===== config.mk =====
export PLATFORM = sky130hd
export DESIGN_NAME = bitband_bridge
export DESIGN_NICKNAME = d
export VERILOG_FILES = /design/src/rtl/bb_pkg.sv /design/src/rtl/bb_alias_decode.sv /design/src/rtl/bb_bit_lane.sv /design/src/rtl/bitband_bridge.sv
export SDC_FILE = /design/constraint.sdc
export NUM_CORES = 1
export LEC_CHECK = 0
export CAP_MARGIN = 10
export CORE_ASPECT_RATIO = 1.75
export CORE_MARGIN = 2
export CORE_UTILIZATION = 50
export DETAILED_ROUTE_END_ITERATION = 6
export PLACE_DENSITY = 0.86
export SYNTH_ARGS = -nofsm -noshare
export SYNTH_HDL_FRONTEND = slang
export SYNTH_SLANG_ARGS = --single-unit

===== constraint.sdc =====
create_clock -name clk -period 3.6 [get_ports clk]
set_clock_uncertainty 0.2 [all_clocks]
set_input_delay 0.72 -clock clk [delete_from_list [all_inputs] [get_ports clk]]
set_output_delay 0.72 -clock clk [all_outputs]
set_load 0.05 [all_outputs]

===== src/rtl/bb_pkg.sv =====
package bb_pkg;
    localparam int unsigned DW  = 32;
    localparam int unsigned AW  = 32;
    localparam int unsigned BEW = DW / 8;
    localparam int unsigned LW  = $clog2(BEW);

    typedef enum logic [2:0] {
        ST_IDLE,
        ST_ISSUE,
        ST_RESP,
        ST_RMW_RD,
        ST_RMW_MOD,
        ST_RMW_WR
    } bb_state_e;

    typedef struct packed {
        bb_state_e        state;
        logic             alias_hit;
        logic             write;
        logic [2:0]       bit_sel;
        logic [LW-1:0]    lane;
        logic             new_bit;
        logic             mem_req;
        logic             mem_we;
        logic [AW-1:0]    mem_addr;
        logic [DW-1:0]    mem_wdata;
        logic [BEW-1:0]   mem_be;
        logic             ready;
        logic [DW-1:0]    rdata;
    } bb_regs_t;
endpackage


===== src/rtl/bb_alias_decode.sv =====
module bb_alias_decode
    import bb_pkg::*;
#(
    parameter logic [AW-1:0] ALIAS_BASE  = 32'h2200_0000,
    parameter logic [AW-1:0] TARGET_BASE = 32'h2000_0000,
    parameter int unsigned   SPAN_LOG2   = 25
) (
    input  logic [AW-1:0] addr,
    input  logic          from_cpu,
    output logic          hit,
    output logic [AW-1:0] word_addr,
    output logic [LW-1:0] lane,
    output logic [2:0]    bit_sel
);
    localparam int unsigned OFF_LO = 5;
    localparam int unsigned OFF_W  = SPAN_LOG2 - OFF_LO;

    logic [OFF_W-1:0] byte_off;
    logic [AW-1:0]    byte_addr;

    always_comb begin
        hit       = from_cpu && (addr[AW-1:SPAN_LOG2] == ALIAS_BASE[AW-1:SPAN_LOG2]);
        byte_off  = addr[SPAN_LOG2-1:OFF_LO];
        byte_addr = TARGET_BASE + {{(AW-OFF_W){1'b0}}, byte_off};
        word_addr = {byte_addr[AW-1:LW], {LW{1'b0}}};
        lane      = byte_addr[LW-1:0];
        bit_sel   = addr[4:2];
    end
endmodule


===== src/rtl/bb_bit_lane.sv =====
module bb_bit_lane
    import bb_pkg::*;
(
    input  logic [DW-1:0]  word_in,
    input  logic [LW-1:0]  lane,
    input  logic [2:0]     bit_sel,
    input  logic           new_bit,
    output logic           bit_val,
    output logic [DW-1:0]  merged,
    output logic [BEW-1:0] lane_be
);
    logic [BEW-1:0] bit_per_lane;

    for (genvar g = 0; g < BEW; g++) begin : g_lane
        logic [7:0] slice;
        logic [7:0] upd;
        always_comb begin
            slice           = word_in[g*8 +: 8];
            upd             = slice;
            upd[bit_sel]    = new_bit;
            bit_per_lane[g] = slice[bit_sel];
            merged[g*8 +: 8] = (lane == LW'(g)) ? upd : slice;
            lane_be[g]      = (lane == LW'(g));
        end
    end

    assign bit_val = bit_per_lane[lane];
endmodule


===== src/rtl/bitband_bridge.sv =====
module bitband_bridge
    import bb_pkg::*;
#(
    parameter logic [31:0] ALIAS_BASE  = 32'h2200_0000,
    parameter logic [31:0] TARGET_BASE = 32'h2000_0000,
    parameter int unsigned SPAN_LOG2   = 25
) (
    input  logic        clk,
    input  logic        rst_n,
    input  logic        cpu_req,
    input  logic        cpu_is_cpu,
    input  logic        cpu_we,
    input  logic [31:0] cpu_addr,
    input  logic [31:0] cpu_wdata,
    input  logic [3:0]  cpu_be,
    output logic [31:0] cpu_rdata,
    output logic        cpu_ready,
    output logic        mem_req,
    output logic        mem_we,
    output logic [31:0] mem_addr,
    output logic [31:0] mem_wdata,
    output logic [3:0]  mem_be,
    input  logic [31:0] mem_rdata
);
    bb_regs_t r_q, r_d;

    logic          dec_hit;
    logic [AW-1:0] dec_word;
    logic [LW-1:0] dec_lane;
    logic [2:0]    dec_bit;

    bb_alias_decode #(
        .ALIAS_BASE (ALIAS_BASE),
        .TARGET_BASE(TARGET_BASE),
        .SPAN_LOG2  (SPAN_LOG2)
    ) u_dec (
        .addr     (cpu_addr),
        .from_cpu (cpu_is_cpu),
        .hit      (dec_hit),
        .word_addr(dec_word),
        .lane     (dec_lane),
        .bit_sel  (dec_bit)
    );

    logic           sel_bit;
    logic [DW-1:0]  merged_word;
    logic [BEW-1:0] merged_be;

    bb_bit_lane u_lane (
        .word_in(mem_rdata),
        .lane   (r_q.lane),
        .bit_sel(r_q.bit_sel),
        .new_bit(r_q.new_bit),
        .bit_val(sel_bit),
        .merged (merged_word),
        .lane_be(merged_be)
    );

    always_comb begin
        r_d         = r_q;
        r_d.mem_req = 1'b0;
        r_d.ready   = 1'b0;
        unique case (r_q.state)
            ST_IDLE: begin
                if (cpu_req && !r_q.ready) begin
                    r_d.alias_hit = dec_hit;
                    r_d.write     = cpu_we;
                    r_d.bit_sel   = dec_bit;
                    r_d.lane      = dec_lane;
                    r_d.new_bit   = cpu_wdata[0];
                    r_d.mem_req   = 1'b1;
                    if (dec_hit) begin
                        r_d.mem_we    = 1'b0;
                        r_d.mem_addr  = dec_word;
                        r_d.mem_wdata = '0;
                        r_d.mem_be    = {BEW{1'b1}};
                        r_d.state     = cpu_we ? ST_RMW_RD : ST_ISSUE;
                    end else begin
                        r_d.mem_we    = cpu_we;
                        r_d.mem_addr  = cpu_addr;
                        r_d.mem_wdata = cpu_wdata;
                        r_d.mem_be    = cpu_be;
                        r_d.state     = ST_ISSUE;
                    end
                end
            end
            ST_ISSUE:   r_d.state = ST_RESP;
            ST_RESP: begin
                r_d.ready = 1'b1;
                r_d.rdata = r_q.alias_hit ? {{(DW-1){1'b0}}, sel_bit} : mem_rdata;
                r_d.state = ST_IDLE;
            end
            ST_RMW_RD:  r_d.state = ST_RMW_MOD;
            ST_RMW_MOD: begin
                r_d.mem_req   = 1'b1;
                r_d.mem_we    = 1'b1;
                r_d.mem_wdata = merged_word;
                r_d.mem_be    = merged_be;
                r_d.state     = ST_RMW_WR;
            end
            ST_RMW_WR: begin
                r_d.ready = 1'b1;
                r_d.rdata = '0;
                r_d.state = ST_IDLE;
            end
            default:    r_d.state = ST_IDLE;
        endcase
    end

    always_ff @(posedge clk or negedge rst_n) begin
        if (!rst_n) begin
            r_q       <= '0;
            r_q.state <= ST_IDLE;
        end else begin
            r_q <= r_d;
        end
    end

    assign cpu_rdata = r_q.rdata;
    assign cpu_ready = r_q.ready;
    assign mem_req   = r_q.mem_req;
    assign mem_we    = r_q.mem_we;
    assign mem_addr  = r_q.mem_addr;
    assign mem_wdata = r_q.mem_wdata;
    assign mem_be    = r_q.mem_be;
endmodule


### Word-level counts from Yosys, hierarchy flattened

Cells that the tools add are included.

| cells by class | value |
|---|---|
| $add $sub $neg | 1 |
| order comparisons | 3 |
| eq/ne operators | 10 |
| multiplexer cells | 29 |
| reductions and logical operators | 10 |

Operator list:

| kind | count |
|---|---|
| 81-bit two-way mux | 1 |
| 36-bit case mux with 2 select lines | 1 |
| 69-bit two-way mux | 1 |
| 33-bit case mux with 2 select lines | 1 |
| 8-bit bitwise mux | 4 |
| 32-bit two-way mux | 1 |
| 8-bit two-way mux | 4 |
| 30-bit by 20-bit adder with 31-bit output (first input constant) | 1 |
| 1-bit binary-select mux with 3-bit select | 4 |
| 3-bit case mux with 4 select lines | 1 |
| 7-bit by 5-bit equality test with 1-bit output (second input constant) | 1 |
| 3-bit by 2-bit equality test with 1-bit output (second input constant) | 2 |
| 3-bit equality test (second input constant) | 2 |
| 1-bit two-way mux | 6 |
| 2-bit equality test (second input constant) | 2 |
| 3-bit by 4-bit less-than comparator with 1-bit output (second input constant) | 1 |
| 2-bit two-way mux | 2 |
| 2-bit case mux with 2 select lines | 1 |
| 2-bit AND reduction | 2 |
| 2-bit nonzero test | 2 |
| 1-bit demux with 3-bit select | 1 |
| 3-bit by 1-bit equality test with 1-bit output (second input constant) | 1 |
| 3-bit by 1-bit >= comparator with 1-bit output (second input constant) | 1 |
| 1-bit logical AND | 3 |
| 7 further kinds | 7 |

| storage, ports and cells | value |
|---|---|
| flip-flop bits (word level) | 114 |
| bits of input ports | 105 |
| output and inout port bits | 103 |
| word-level logic and storage cells | 66 |

### Depth between registers and ports, before layout

Gate-level depths: netlist of run 1.

| logic depth | value |
|---|---|
| depth in word-level cells | 7 |
| depth in mapped cells | 8 |

### By module

Synthesis of run 1 repeated with hierarchy kept, for this count alone.

| unflattened totals | value |
|---|---|
| cells, all modules | 597 |
| area total of the unflattened synthesis | 6929.1 µm² |

By module, submodules not included:

| module | instances | cells an instance | area an instance (µm²) | sequential area each (µm²) |
|---|---|---|---|---|
| bitband_bridge | 1 | 455 | 5766.8 | 2827.7 |
| bb_bit_lane | 1 | 100 | 853.3 | 0.0 |
| bb_alias_decode | 1 | 42 | 309.0 | 0.0 |

### Least setup slack after synthesis of run 1

OpenSTA, ideal clock, no wires.

| timing path | value |
|---|---|
| path kind | input -> register |
| start point | input port cpu_addr[30] |
| end point | register r_q, in the netlist mem_wdata[11] |
| data arrival time | 1.765 ns |
| required time | 3.268 ns |
| setup slack | 1.502 ns |
| stages | 7 |
| cell sequence | nor4bb_1 nand2_1 and3_1 buf_2 buf_6 a2bb2oi_1 o21ai_1 |

| on the way | value |
|---|---|
| longest elaborated chain between the ends | 5 |

RTL lines:

| element | line | RTL |
|---|---|---|
| start, declared | bitband_bridge.sv:13 | `input logic [31:0] cpu_addr,` |
| 7-bit by 5-bit equality test with 1-bit output | bb_alias_decode.sv:22 | `hit = from_cpu && (addr[AW-1:SPAN_LOG2] == ALIAS_BASE[AW-1:SPAN_LOG2]);` |
| 1-bit logical AND | bb_alias_decode.sv:22 |  |
| 69-bit two-way mux | bitband_bridge.sv:72 | `if (dec_hit) begin` |
| 81-bit two-way mux | bitband_bridge.sv:65 | `if (cpu_req && !r_q.ready) begin` |
| 36-bit case mux with 2 select lines | bitband_bridge.sv:63 | `unique case (r_q.state)` |
| end signal, assigned | bitband_bridge.sv:115 | `r_q <= r_d;` |
| end, declared | bitband_bridge.sv:25 | `bb_regs_t r_q, r_d;` |

Every way passes these cells. The select of a mux whose other input is x is not followed.
A chain may end at the register's enable or synchronous reset.

### Worst setup path in the final report of run 1

| timing path | value |
|---|---|
| start point | input port cpu_req |
| end point | register r_q, in the netlist mem_wdata[16] |

| on the way | value |
|---|---|
| longest elaborated chain between the ends | 3 |

RTL lines:

| element | line | RTL |
|---|---|---|
| start, declared | bitband_bridge.sv:10 | `input logic cpu_req,` |
| 1-bit logical AND | bitband_bridge.sv:65 |  |
| 2-bit inequality test (no source line) | -- |  |
| 2-bit AND reduction (no source line) | -- |  |

Every way passes these cells.

==> metrics.txt, run 1 <==
# TYPE chip_impl_metric gauge
chip_impl_info{name="outcome",value="finished, final reports clean"} 1
chip_impl_metric{name="antennaDiodeCount",unit=""} 0
chip_impl_metric{name="final-setup-viol-count",unit=""} 0
chip_impl_metric{name="post_cts_resized",unit=""} 0
chip_impl_metric{name="synth.ff_latch_count",unit=""} 113
chip_impl_metric{name="syn_inst",unit=""} 668
chip_impl_metric{name="total_of_hold_buffers_inserted_after_clock_tree_synthesis",unit=""} 0
chip_impl_metric{name="cts_htree_levels",unit=""} 4
chip_impl_metric{name="grt_pass1_wl",unit="µm"} 29100
chip_impl_info{name="tritoncts",value="built"} 1
chip_impl_info{name="cp_top_family",value="simple AND/OR/NAND/NOR gates"} 1
chip_impl_metric{name="placement.io_buffers",unit=""} 207
chip_impl_metric{name="internal_power",unit="mW"} 4.90
chip_impl_metric{name="post_synth_num_cell_types",unit=""} 46
chip_impl_metric{name="clock_insertion_delay_worst_skew",unit="ns"} 0.41
chip_impl_metric{name="async_reset_ff_share",unit="%"} 100
chip_impl_metric{name="rows",unit=""} 54
chip_impl_metric{name="synthesis.area",unit="mm²"} 0.00629
chip_impl_metric{name="max_slew.worst_pin.slew",unit="ns"} 1.12
chip_impl_metric{name="number_of_ports_placed_on_the_die_boundary",unit=""} 208
chip_impl_metric{name="report.power.total",unit="mW"} 9.34
chip_impl_info{name="layout.cells.most_common_list",value="clkdlybuf4s50_1, nand2_1, dfrtp_1"} 1
chip_impl_info{name="crit_path_end_kind",value="flip-flop"} 1
chip_impl_metric{name="grt_usage",unit="%"} 28.8
chip_impl_metric{name="routabilityCongestion",unit=""} 0.876
chip_impl_metric{name="place_inst",unit=""} 906
chip_impl_metric{name="max_slew_margin",unit="%"} 25.0
chip_impl_info{name="crit_chain",value="clkdlybuf4s50_1 > nor2b_1 > and3_1 > a2bb2oi_1 > o21ai_0"} 1
chip_impl_metric{name="power_density",unit="mW/mm²"} 1120
chip_impl_metric{name="power.share.sequential",unit="%"} 25.7
chip_impl_metric{name="via_count",unit=""} 5207
chip_impl_metric{name="first_pass_iters",unit=""} 6
chip_impl_info{name="rsz0062_at_grt",value="no"} 1
chip_impl_metric{name="number_of_global_route_vias_before_repair",unit=""} 5335
chip_impl_metric{name="drtIter0Drc",unit=""} 334
chip_impl_metric{name="power.net_switching",unit="mW"} 4.43
chip_impl_metric{name="flow.area_growth_from_synthesis",unit="%"} 33.0
chip_impl_metric{name="fp.dieArea",unit="mm²"} 0.0135
chip_impl_metric{name="totalWireLength",unit="µm"} 18800
chip_impl_metric{name="fp.dieH",unit="µm"} 152
chip_impl_metric{name="combPwrFrac",unit="%"} 54.1
chip_impl_metric{name="critPathBufInv",unit=""} 1
chip_impl_metric{name="p_leak",unit="nW"} 3.58
chip_impl_metric{name="synth.avg_cell_area",unit="µm²"} 9.42
chip_impl_metric{name="maxClockFrequency",unit="GHz"} 0.338
chip_impl_metric{name="max-cap-violations",unit=""} 0
chip_impl_metric{name="nNetsFinal",unit=""} 862
chip_impl_metric{name="antenna_found_initial",unit=""} 0
chip_impl_metric{name="timing.critical_path.slowest_cell_delay",unit="ns"} 1.00
chip_impl_metric{name="detailed_place_hpwl",unit="µm"} 14000
chip_impl_metric{name="grt_overflow_total",unit=""} 0
chip_impl_info{name="yosys.area.top_type",value="dfrtp_1"} 1
chip_impl_metric{name="grt_start_max_net_pins",unit=""} 61
chip_impl_metric{name="worst_slack_setup_final",unit="ns"} 0.641
chip_impl_metric{name="floorplan.die.width",unit="µm"} 88.8
chip_impl_metric{name="slew_violations",unit=""} 0
chip_impl_info{name="ctsRootBufferMaster",value="clkbuf_16"} 1
chip_impl_metric{name="ant_nets",unit=""} 0
chip_impl_metric{name="layout.cells.non_filler",unit=""} 938
chip_impl_metric{name="place_ws",unit="ns"} 0.333
chip_impl_metric{name="layout-drive-gt1-share",unit="%"} 7.79
chip_impl_info{name="postSynth.topFlopCell",value="dfrtp_1"} 1
chip_impl_metric{name="switching_share",unit="%"} 47.5
chip_impl_metric{name="start_util",unit="%"} 50.9
chip_impl_metric{name="tritoncts_num_sinks",unit=""} 113
chip_impl_metric{name="floorplan.core_area",unit="mm²"} 0.0124
chip_impl_metric{name="cts.path.max_buffers",unit=""} 2
chip_impl_metric{name="fin_setup_tns",unit="ns"} 0
chip_impl_metric{name="seq_area_frac_synth",unit="%"} 44.9
chip_impl_metric{name="vias_per_cell",unit=""} 5.55
chip_impl_info{name="cpMaxStageDelayCell",value="and3_1"} 1
chip_impl_metric{name="layout.cell_area.non_filler",unit="mm²"} 0.00837
chip_impl_metric{name="timing.final.crit_share",unit="%"} 82.2
chip_impl_metric{name="cp_data_arrival_time",unit="ns"} 3.09
chip_impl_metric{name="hold_viol_final",unit=""} 0
chip_impl_metric{name="worst-endpoint-required",unit="ns"} 3.73
chip_impl_metric{name="synth_enable_flop_cells",unit=""} 0
chip_impl_metric{name="min_period",unit="ns"} 2.96
chip_impl_info{name="final_common_cell",value="clkdlybuf4s50_1"} 1
chip_impl_metric{name="dpl-instance-area",unit="mm²"} 0.00771
chip_impl_info{name="min_path_type",value="input pin to asynchronous set/reset pin"} 1
chip_impl_info{name="criticalPathCategory",value="input pin to flip-flop"} 1
chip_impl_metric{name="numCtsBuffers",unit=""} 17
chip_impl_metric{name="syn_nets",unit=""} 773
chip_impl_metric{name="avgRoutedWirePerCell",unit="µm"} 20.1
chip_impl_info{name="timing.critical_path.from_type",value="input pin"} 1
chip_impl_metric{name="postCtsSetupRepairBufs",unit=""} 0
chip_impl_info{name="synth_top_cells_by_area",value="dfrtp_1, buf_4, nand2_1"} 1
chip_impl_metric{name="ys.warnings.count",unit=""} 0
chip_impl_metric{name="cts.reportedPaths.clkPinSlew",unit="ns"} 0.06
chip_impl_metric{name="critPathMaxFanout",unit=""} 32
chip_impl_metric{name="route.detailed.drc",unit=""} 0
chip_impl_metric{name="synth_top_area_share",unit="%"} 44.9
chip_impl_metric{name="whs",unit="ns"} 0.164
chip_impl_metric{name="layout.core_utilization",unit="%"} 67.7
chip_impl_metric{name="vdd.ir_drop.worst",unit="V"} 0.000592
chip_impl_metric{name="clk_network_pwr_share",unit="%"} 20.2
## power groups by stage
stage          combinational (mW)  sequential [mW]  clock, mW
2_1_floorplan                4.32             2.16          0
4_1_cts                      5.07             2.39       1.90
6_report                     5.05             2.40       1.88
3_3_place_gp                 4.95             2.37          0
3_5_place_dp                 5.04             2.40          0
5_1_grt                      5.32             2.47       1.96
## cells in the mapped netlist (5+ instances only)
cell type / n
a31oi_1: 19
clkbuf_1: 19
nand3_1: 11
nor2_1: 40
a2bb2oi_1: 27
o211ai_1: 10
inv_1: 8
nor2b_1: 5
buf_2: 19
buf_4: 103
o21ai_1: 26
a22o_1: 40
mux2i_1: 39
o21ai_0: 11
dfrtp_1: 113
nand2_1: 128
## state kept, by name, summed over array words and instances (netlist names)
| name | count |
|---|---|
| mem_we | 1 |
| cpu_ready | 1 |
| mem_wdata | 32 |
| mem_req | 1 |
| mem_be | 4 |
| r_q | 10 |
| cpu_rdata | 32 |
| mem_addr | 32 |
## cell families after synthesis
family,share of synthesized area (%)
and+or+nand+nor,14.3
muxes,6.92
buffers and inverters,16.4
DFF,44.9
AOI/OAI and AO/OA,17.5
## cell type report
cell class,count,area [µm²]
Multi-Input combinational cell,398,2460
Clock buffer,19,453
Fill cell,972,3990
Timing Repair Buffer,218,2180
Sequential cell,113,2830
Tap cell,168,210
Clock inverter,13,209
Inverter,9,33.8
## per-layer routing
layer / vias to the layer above / share of wire (%) / routed length (µm) / global-route usage [%]
met4: 0 / 5.1 / 956 / 16.3
li1: 2396 / - / - / -
met2: 239 / 55 / 10300 / 50.4
met3: 62 / 5.5 / 1040 / 5.96
met1: 2510 / 35 / 6530 / 31.1
met5: - / 0 / 0 / 0
## worst register-to-register path: cells and delay by family, from the launching register on
kind	cells	cell delay, ns
and+or+nand+nor	2	1.45
DFF	1	0.38
AOI/OAI and AO/OA	2	0.45
## final timing paths
| kind | start | cells past startpoint | slack, ns | to |
|---|---|---|---|---|
| min in group clk | mem_wdata[2]$_DFFE_PN0P_ | 2 | 0.28 | mem_wdata[2]$_DFFE_PN0P_ |
| max | cpu_req | 5 | 0.64 | mem_wdata[16]$_DFFE_PN0P_ |
| max reg2reg | cpu_ready$_DFF_PN0_ | 4 | 1.04 | mem_wdata[16]$_DFFE_PN0P_ |
| min | rst_n | 1 | 0.16 | mem_be[2]$_DFFE_PN0P_ |
| max in group asynchronous | rst_n | 2 | 2.25 | mem_wdata[24]$_DFFE_PN0P_ |
| min reg2reg | mem_wdata[2]$_DFFE_PN0P_ | 2 | 0.28 | mem_wdata[2]$_DFFE_PN0P_ |
(Power assumes the default switching activity.)
==> inputs of run 2 (changes only) <==
CORE_UTILIZATION = 47   (was 50)
PLACE_DENSITY = 0.82   (was 0.86)
clock period = 3 ns   (was 3.6 ns; I/O delays follow)
==> metrics.txt, run 2 (synthesized netlist as in run 1, its figures left out) <==
# TYPE chip_impl_metric gauge
chip_impl_metric{name="start_util",unit="%"} 47.5
chip_impl_metric{name="ff2ff_setup_slack",unit="ns"} 0.58
chip_impl_metric{name="place_ws",unit="ns"} 0.184
chip_impl_metric{name="via_count",unit=""} 5249
chip_impl_metric{name="numCtsBuffers",unit=""} 17
chip_impl_metric{name="worst-endpoint-required",unit="ns"} 2.20
chip_impl_info{name="cpMaxStageDelayCell",value="clkdlybuf4s50_1"} 1
chip_impl_info{name="timing.critical_path.from_type",value="flip-flop"} 1
chip_impl_metric{name="timing.critical_path.slowest_cell_delay",unit="ns"} 0.85
chip_impl_metric{name="ant_nets",unit=""} 0
chip_impl_metric{name="cts.reportedPaths.clkPinSlew",unit="ns"} 0.06
chip_impl_metric{name="critPathBufInv",unit=""} 1
chip_impl_info{name="crit_chain",value="clkdlybuf4s50_1"} 1
chip_impl_info{name="min_path_type",value="flip-flop to flip-flop"} 1
chip_impl_metric{name="rows",unit=""} 56
chip_impl_metric{name="clock_insertion_delay_worst_skew",unit="ns"} 0.41
chip_impl_info{name="layout.cells.most_common_list",value="clkdlybuf4s50_1, nand2_1, dfrtp_1"} 1
chip_impl_metric{name="final-setup-viol-count",unit=""} 0
chip_impl_metric{name="postCtsSetupRepairBufs",unit=""} 0
chip_impl_metric{name="grt_pass1_wl",unit="µm"} 29200
chip_impl_metric{name="max_slew_margin",unit="%"} 48.3
chip_impl_metric{name="min_period",unit="ns"} 2.47
chip_impl_metric{name="layout.filler_cells",unit=""} 1049
chip_impl_metric{name="totalWireLength",unit="µm"} 18900
chip_impl_metric{name="cp_data_arrival_time",unit="ns"} 1.67
chip_impl_metric{name="power_density",unit="mW/mm²"} 1310
chip_impl_metric{name="first_pass_iters",unit=""} 5
chip_impl_metric{name="fin_setup_tns",unit="ns"} 0
chip_impl_metric{name="floorplan.core_area",unit="mm²"} 0.0132
chip_impl_metric{name="number_of_global_route_vias_before_repair",unit=""} 5381
chip_impl_metric{name="placement.io_buffers",unit=""} 207
chip_impl_info{name="ctsRootBufferMaster",value="clkbuf_16"} 1
chip_impl_info{name="tritoncts",value="built"} 1
chip_impl_metric{name="vias_per_cell",unit=""} 5.50
chip_impl_metric{name="timing.final.crit_share",unit="%"} 82.2
chip_impl_metric{name="number_of_ports_placed_on_the_die_boundary",unit=""} 208
chip_impl_metric{name="seqCellArea",unit="mm²"} 0.00283
chip_impl_metric{name="critPathMaxFanout",unit=""} 4
chip_impl_metric{name="drtIter0Drc",unit=""} 359
chip_impl_info{name="cp_top_family",value="buffers and inverters"} 1
chip_impl_metric{name="cts.path.max_buffers",unit=""} 2
chip_impl_metric{name="hold_viol_final",unit=""} 0
chip_impl_metric{name="tritoncts_num_sinks",unit=""} 113
chip_impl_metric{name="maxClockFrequency",unit="GHz"} 0.405
chip_impl_metric{name="layout-drive-gt1-share",unit="%"} 8.96
chip_impl_metric{name="nNetsFinal",unit=""} 873
chip_impl_info{name="criticalPathCategory",value="flip-flop to output pin"} 1
chip_impl_metric{name="flow.area_growth_from_synthesis",unit="%"} 33.7
chip_impl_info{name="crit_path_end_kind",value="output pin"} 1
chip_impl_metric{name="fp.dieArea",unit="mm²"} 0.0144
chip_impl_metric{name="grt_start_max_net_pins",unit=""} 54
chip_impl_metric{name="report.power.total",unit="mW"} 11.0
chip_impl_metric{name="antenna_found_initial",unit=""} 0
chip_impl_metric{name="total_of_hold_buffers_inserted_after_clock_tree_synthesis",unit=""} 1
chip_impl_metric{name="p_leak",unit="nW"} 3.61
chip_impl_metric{name="avgRoutedWirePerCell",unit="µm"} 19.8
chip_impl_metric{name="grt_overflow_total",unit=""} 0
chip_impl_metric{name="routabilityCongestion",unit=""} 0.882
chip_impl_metric{name="slew_violations",unit=""} 0
chip_impl_info{name="rsz0062_at_grt",value="no"} 1
chip_impl_metric{name="grt_usage",unit="%"} 26.6
chip_impl_metric{name="fp.dieH",unit="µm"} 157
chip_impl_metric{name="route.detailed.drc",unit=""} 0
chip_impl_metric{name="max-cap-violations",unit=""} 0
chip_impl_metric{name="vdd.ir_drop.worst",unit="V"} 0.000803
chip_impl_metric{name="max_slew.worst_pin.slew",unit="ns"} 0.775
chip_impl_metric{name="post_cts_resized",unit=""} 0
chip_impl_metric{name="area_of_the_multi_input_gates",unit="mm²"} 0.00246
chip_impl_metric{name="cts_htree_levels",unit=""} 4
chip_impl_info{name="outcome",value="finished, final reports clean"} 1
chip_impl_metric{name="floorplan.die.width",unit="µm"} 91.5
chip_impl_metric{name="detailed_place_hpwl",unit="µm"} 14400
chip_impl_metric{name="worst_slack_setup_final",unit="ns"} 0.533
chip_impl_info{name="final_common_cell",value="clkdlybuf4s50_1"} 1
chip_impl_metric{name="antennaDiodeCount",unit=""} 0
[run 2: cell types whose count changed in the layout (fill, tap and decap cells not counted)]
cell           delta
bufinv_16         -4
inv_8             +1
clkinvlp_4        -1
buf_12            +3
clkinv_4          -2
clkbuf_8          -2
buf_4             +7
inv_6             +8
dlygate4sd3_1     +1
[run 2: path summary, 6_finish.rpt]
kind                                          startpoint  cells past startpoint                  endpoint
min in group asynchronous                          rst_n                      2  mem_addr[22]$_DFFE_PN0P_
worst max-delay path            cpu_rdata[0]$_DFFE_PN0P_                      1              cpu_rdata[0]
worst min-delay path            mem_addr[30]$_DFFE_PN0P_                      2  mem_addr[30]$_DFFE_PN0P_
worst min register to register  mem_addr[30]$_DFFE_PN0P_                      2  mem_addr[30]$_DFFE_PN0P_
max in group asynchronous                          rst_n                      3   mem_addr[5]$_DFFE_PN0P_
worst max register to register      r_q[107]$_DFFE_PN0P_                      5  cpu_rdata[0]$_DFFE_PN0P_
[run 2: tightest hold or removal path, cell delays in order, from the launching register on]
cell and delay, ns:
dfrtp_1 0.34, nand2_1 0.05, nand2_1 0.05
[run 2: report_power, final]
part | switching (mW) | internal, mW
Clock | 0.795 | 1.16
Sequential | 0.627 | 2.23
Combinational | 3.95 | 2.22
Total | 5.38 | 5.61
[run 2: routing by layer]
layer / global-route usage [%] / vias to the layer above / wire length [µm]
li1: - / 2418 / -
met1: 28.2 / 2552 / 6660
met2: 51.1 / 234 / 10700
met3: 4.36 / 45 / 944
met4: 11.3 / 0 / 633
met5: 0 / - / 0
[run 2: cell type report]
type / count / share of cell area (%)
clock inverters: 15 / 1.73
repair buffers: 229 / 27.3
clock buffers: 17 / 5.06
inverters: 9 / 0.402
flip-flops and latches: 113 / 33.6
well taps: 174 / 2.59
multi-input cells: 398 / 29.3
[run 2: per-stage QoR]
step	hold WS, ns	cells	util [%]	cell area (µm²)
after floorplan	0.104	668	-	6290
after global placement	0.263	922	59.1	7830
after detailed placement	0.266	922	59.1	7830
after CTS	0.281	955	63.5	8410
after global routing	0.311	955	63.5	8410
final	0.278	955	63.5	8410
==> inputs of run 3 (changes only) <==
CORE_UTILIZATION = 42   (was 47)
PLACE_DENSITY = 0.77   (was 0.82)
clock period = 2 ns   (was 3 ns; I/O delays follow)
==> metrics.txt, run 3 (synthesized netlist as in run 1, its figures left out) <==
# TYPE chip_impl_metric gauge
chip_impl_metric{name="timing.final.crit_share",unit="%"} 100
chip_impl_metric{name="avgRoutedWirePerCell",unit="µm"} 19.4
chip_impl_metric{name="flow.area_growth_from_synthesis",unit="%"} 37.7
chip_impl_info{name="tritoncts",value="built"} 1
chip_impl_metric{name="final-setup-viol-count",unit=""} 1
chip_impl_metric{name="min_period",unit="ns"} 2.00
chip_impl_metric{name="detailed_place_hpwl",unit="µm"} 15100
chip_impl_metric{name="max_slew.worst_pin.slew",unit="ns"} 0.587
chip_impl_info{name="crit_chain",value="buf_4 > buf_4 > nor2b_1 > a221oi_1 > o22ai_1 > a31oi_1 > a211oi_2"} 1
chip_impl_metric{name="number_of_ports_placed_on_the_die_boundary",unit=""} 208
chip_impl_info{name="violated_checks",value="negative setup slack"} 1
chip_impl_metric{name="layout-drive-gt1-share",unit="%"} 28.2
chip_impl_info{name="crit_path_end_kind",value="flip-flop"} 1
chip_impl_metric{name="rows",unit=""} 59
chip_impl_metric{name="grt_overflow_total",unit=""} 0
chip_impl_info{name="timing.critical_path.mode_cell",value="buf_4"} 1
chip_impl_metric{name="antennaDiodeCount",unit=""} 0
chip_impl_metric{name="routabilityCongestion",unit=""} 0.945
chip_impl_info{name="outcome",value="finished, violations left"} 1
chip_impl_metric{name="power_density",unit="mW/mm²"} 1900
chip_impl_metric{name="number_of_global_route_vias_before_repair",unit=""} 5502
chip_impl_metric{name="worst_slack_setup_final",unit="ns"} -0.00287
chip_impl_metric{name="timing.critical_path.slowest_cell_delay",unit="ns"} 0.42
chip_impl_metric{name="layout.filler_cells",unit=""} 1304
chip_impl_metric{name="critPathBufInv",unit=""} 2
chip_impl_metric{name="max_slew_margin",unit="%"} 60.9
chip_impl_info{name="timing.critical_path.from_type",value="flip-flop"} 1
chip_impl_metric{name="critPathMaxFanout",unit=""} 5
chip_impl_info{name="cp_top_family",value="compound AO/OA/AOI/OAI gates"} 1
chip_impl_metric{name="floorplan.core_area",unit="mm²"} 0.0148
chip_impl_metric{name="via_count",unit=""} 5457
chip_impl_info{name="cpMaxStageDelayCell",value="dfrtp_1"} 1
chip_impl_metric{name="hold_viol_final",unit=""} 0
chip_impl_metric{name="cts.path.max_buffers",unit=""} 2
chip_impl_metric{name="cp_data_arrival_time",unit="ns"} 2.09
chip_impl_info{name="layout.cells.most_common_list",value="buf_4, nand2_1, dfrtp_1"} 1
chip_impl_metric{name="fp.dieH",unit="µm"} 166
chip_impl_metric{name="placement.io_buffers",unit=""} 207
chip_impl_metric{name="fp.dieArea",unit="mm²"} 0.0160
chip_impl_metric{name="p_leak",unit="nW"} 4.03
chip_impl_info{name="min_path_type",value="input pin to asynchronous set/reset pin"} 1
chip_impl_metric{name="layout.core_utilization",unit="%"} 58.7
chip_impl_metric{name="nNetsFinal",unit=""} 933
chip_impl_info{name="rsz0062_at_grt",value="yes"} 1
chip_impl_metric{name="worst-endpoint-required",unit="ns"} 2.09
chip_impl_metric{name="grt_usage",unit="%"} 25.2
chip_impl_metric{name="route.detailed.drc",unit=""} 0
chip_impl_metric{name="floorplan.die.width",unit="µm"} 96.5
chip_impl_info{name="final_common_cell",value="buf_4"} 1
chip_impl_metric{name="tritoncts_num_sinks",unit=""} 113
chip_impl_metric{name="numCtsBuffers",unit=""} 17
chip_impl_info{name="ctsRootBufferMaster",value="clkbuf_16"} 1
chip_impl_metric{name="start_util",unit="%"} 42.6
chip_impl_metric{name="clock_insertion_delay_worst_skew",unit="ns"} 0.41
chip_impl_metric{name="vdd.ir_drop.worst",unit="V"} 0.000904
chip_impl_metric{name="vias_per_cell",unit=""} 5.35
chip_impl_metric{name="slew_violations",unit=""} 0
chip_impl_metric{name="grt_start_max_net_pins",unit=""} 41
chip_impl_metric{name="maxClockFrequency",unit="GHz"} 0.499
chip_impl_info{name="criticalPathCategory",value="flip-flop to flip-flop"} 1
chip_impl_metric{name="antenna_found_initial",unit=""} 0
chip_impl_metric{name="grt_pass1_wl",unit="µm"} 30000
chip_impl_metric{name="totalWireLength",unit="µm"} 19800
chip_impl_metric{name="fin_setup_tns",unit="ns"} -0.00287
chip_impl_metric{name="first_pass_iters",unit=""} 5
chip_impl_metric{name="drtIter0Drc",unit=""} 266
chip_impl_metric{name="cts.reportedPaths.clkPinSlew",unit="ns"} 0.05
chip_impl_metric{name="cts_htree_levels",unit=""} 4
chip_impl_metric{name="ant_nets",unit=""} 0
chip_impl_metric{name="max-cap-violations",unit=""} 0
-- run 3: cell type report --
type	count	area [µm²]	area share (%)
sequential	113	2830	32.7
timing repair buffer	289	2550	29.4
multi-input combinational	398	2510	29.0
clock buffer	20	447	5.16
tap	183	229	2.64
clock inverter	8	67.6	0.780
inverter	9	33.8	0.390
-- run 3: report_power, final --
group | leakage [nW] | switching (mW) | internal (mW)
registers | 1.41 | 0.805 | 3.35
logic | 2.37 | 6.20 | 3.38
clock network | 0.257 | 1.01 | 1.69
total | 4.03 | 8.02 | 8.43
-- run 3: final timing paths --
path / start / endpoint / slack [ns] / depth (start not counted)
min: rst_n / mem_addr[23]$_DFFE_PN0P_ / 0.24 / 2
min reg2reg: mem_addr[31]$_DFFE_PN0P_ / mem_addr[31]$_DFFE_PN0P_ / 0.27 / 2
max reg2reg: r_q[108]$_DFFE_PN0P_ / cpu_rdata[0]$_DFFE_PN0P_ / -0.003 / 7
min in group clk: mem_addr[31]$_DFFE_PN0P_ / mem_addr[31]$_DFFE_PN0P_ / 0.27 / 2
max: r_q[108]$_DFFE_PN0P_ / cpu_rdata[0]$_DFFE_PN0P_ / -0.003 / 7
max in group asynchronous: rst_n / r_q[104]$_DFFE_PN0P_ / 0.82 / 3
-- run 3: stage by stage --
stage | std cells | hold slack, ns | total power, mW | cell area [µm²] | setup WS (ns)
2_1_floorplan | 668 | -0.0956 | 11.7 | 6290 | 0.140
4_1_cts | 1016 | 0.209 | 16.4 | 8580 | 0.00103
6_report | 1020 | 0.244 | 16.4 | 8660 | -0.00287
3_3_place_gp | 987 | 0.107 | 13.5 | 8050 | -0.355
5_1_grt | 1020 | 0.269 | 17.2 | 8660 | -0.0301
3_5_place_dp | 987 | 0.107 | 13.6 | 8050 | -0.402
-- run 3: routing by layer --
metal  share of wire, %  GRT usage (%)
met3                5.2           4.26
met2                 54           44.3
met1                 35           27.9
met4                6.0           14.1
met5                  0              0
-- run 3: timing repair --
item,CTS,global route
setup endpoints to repair,2,30
gates resized for setup,1,10
hold buffers,1,0
hold endpoints to repair,73,0
pin swaps,0,3
buffers inserted,0,4
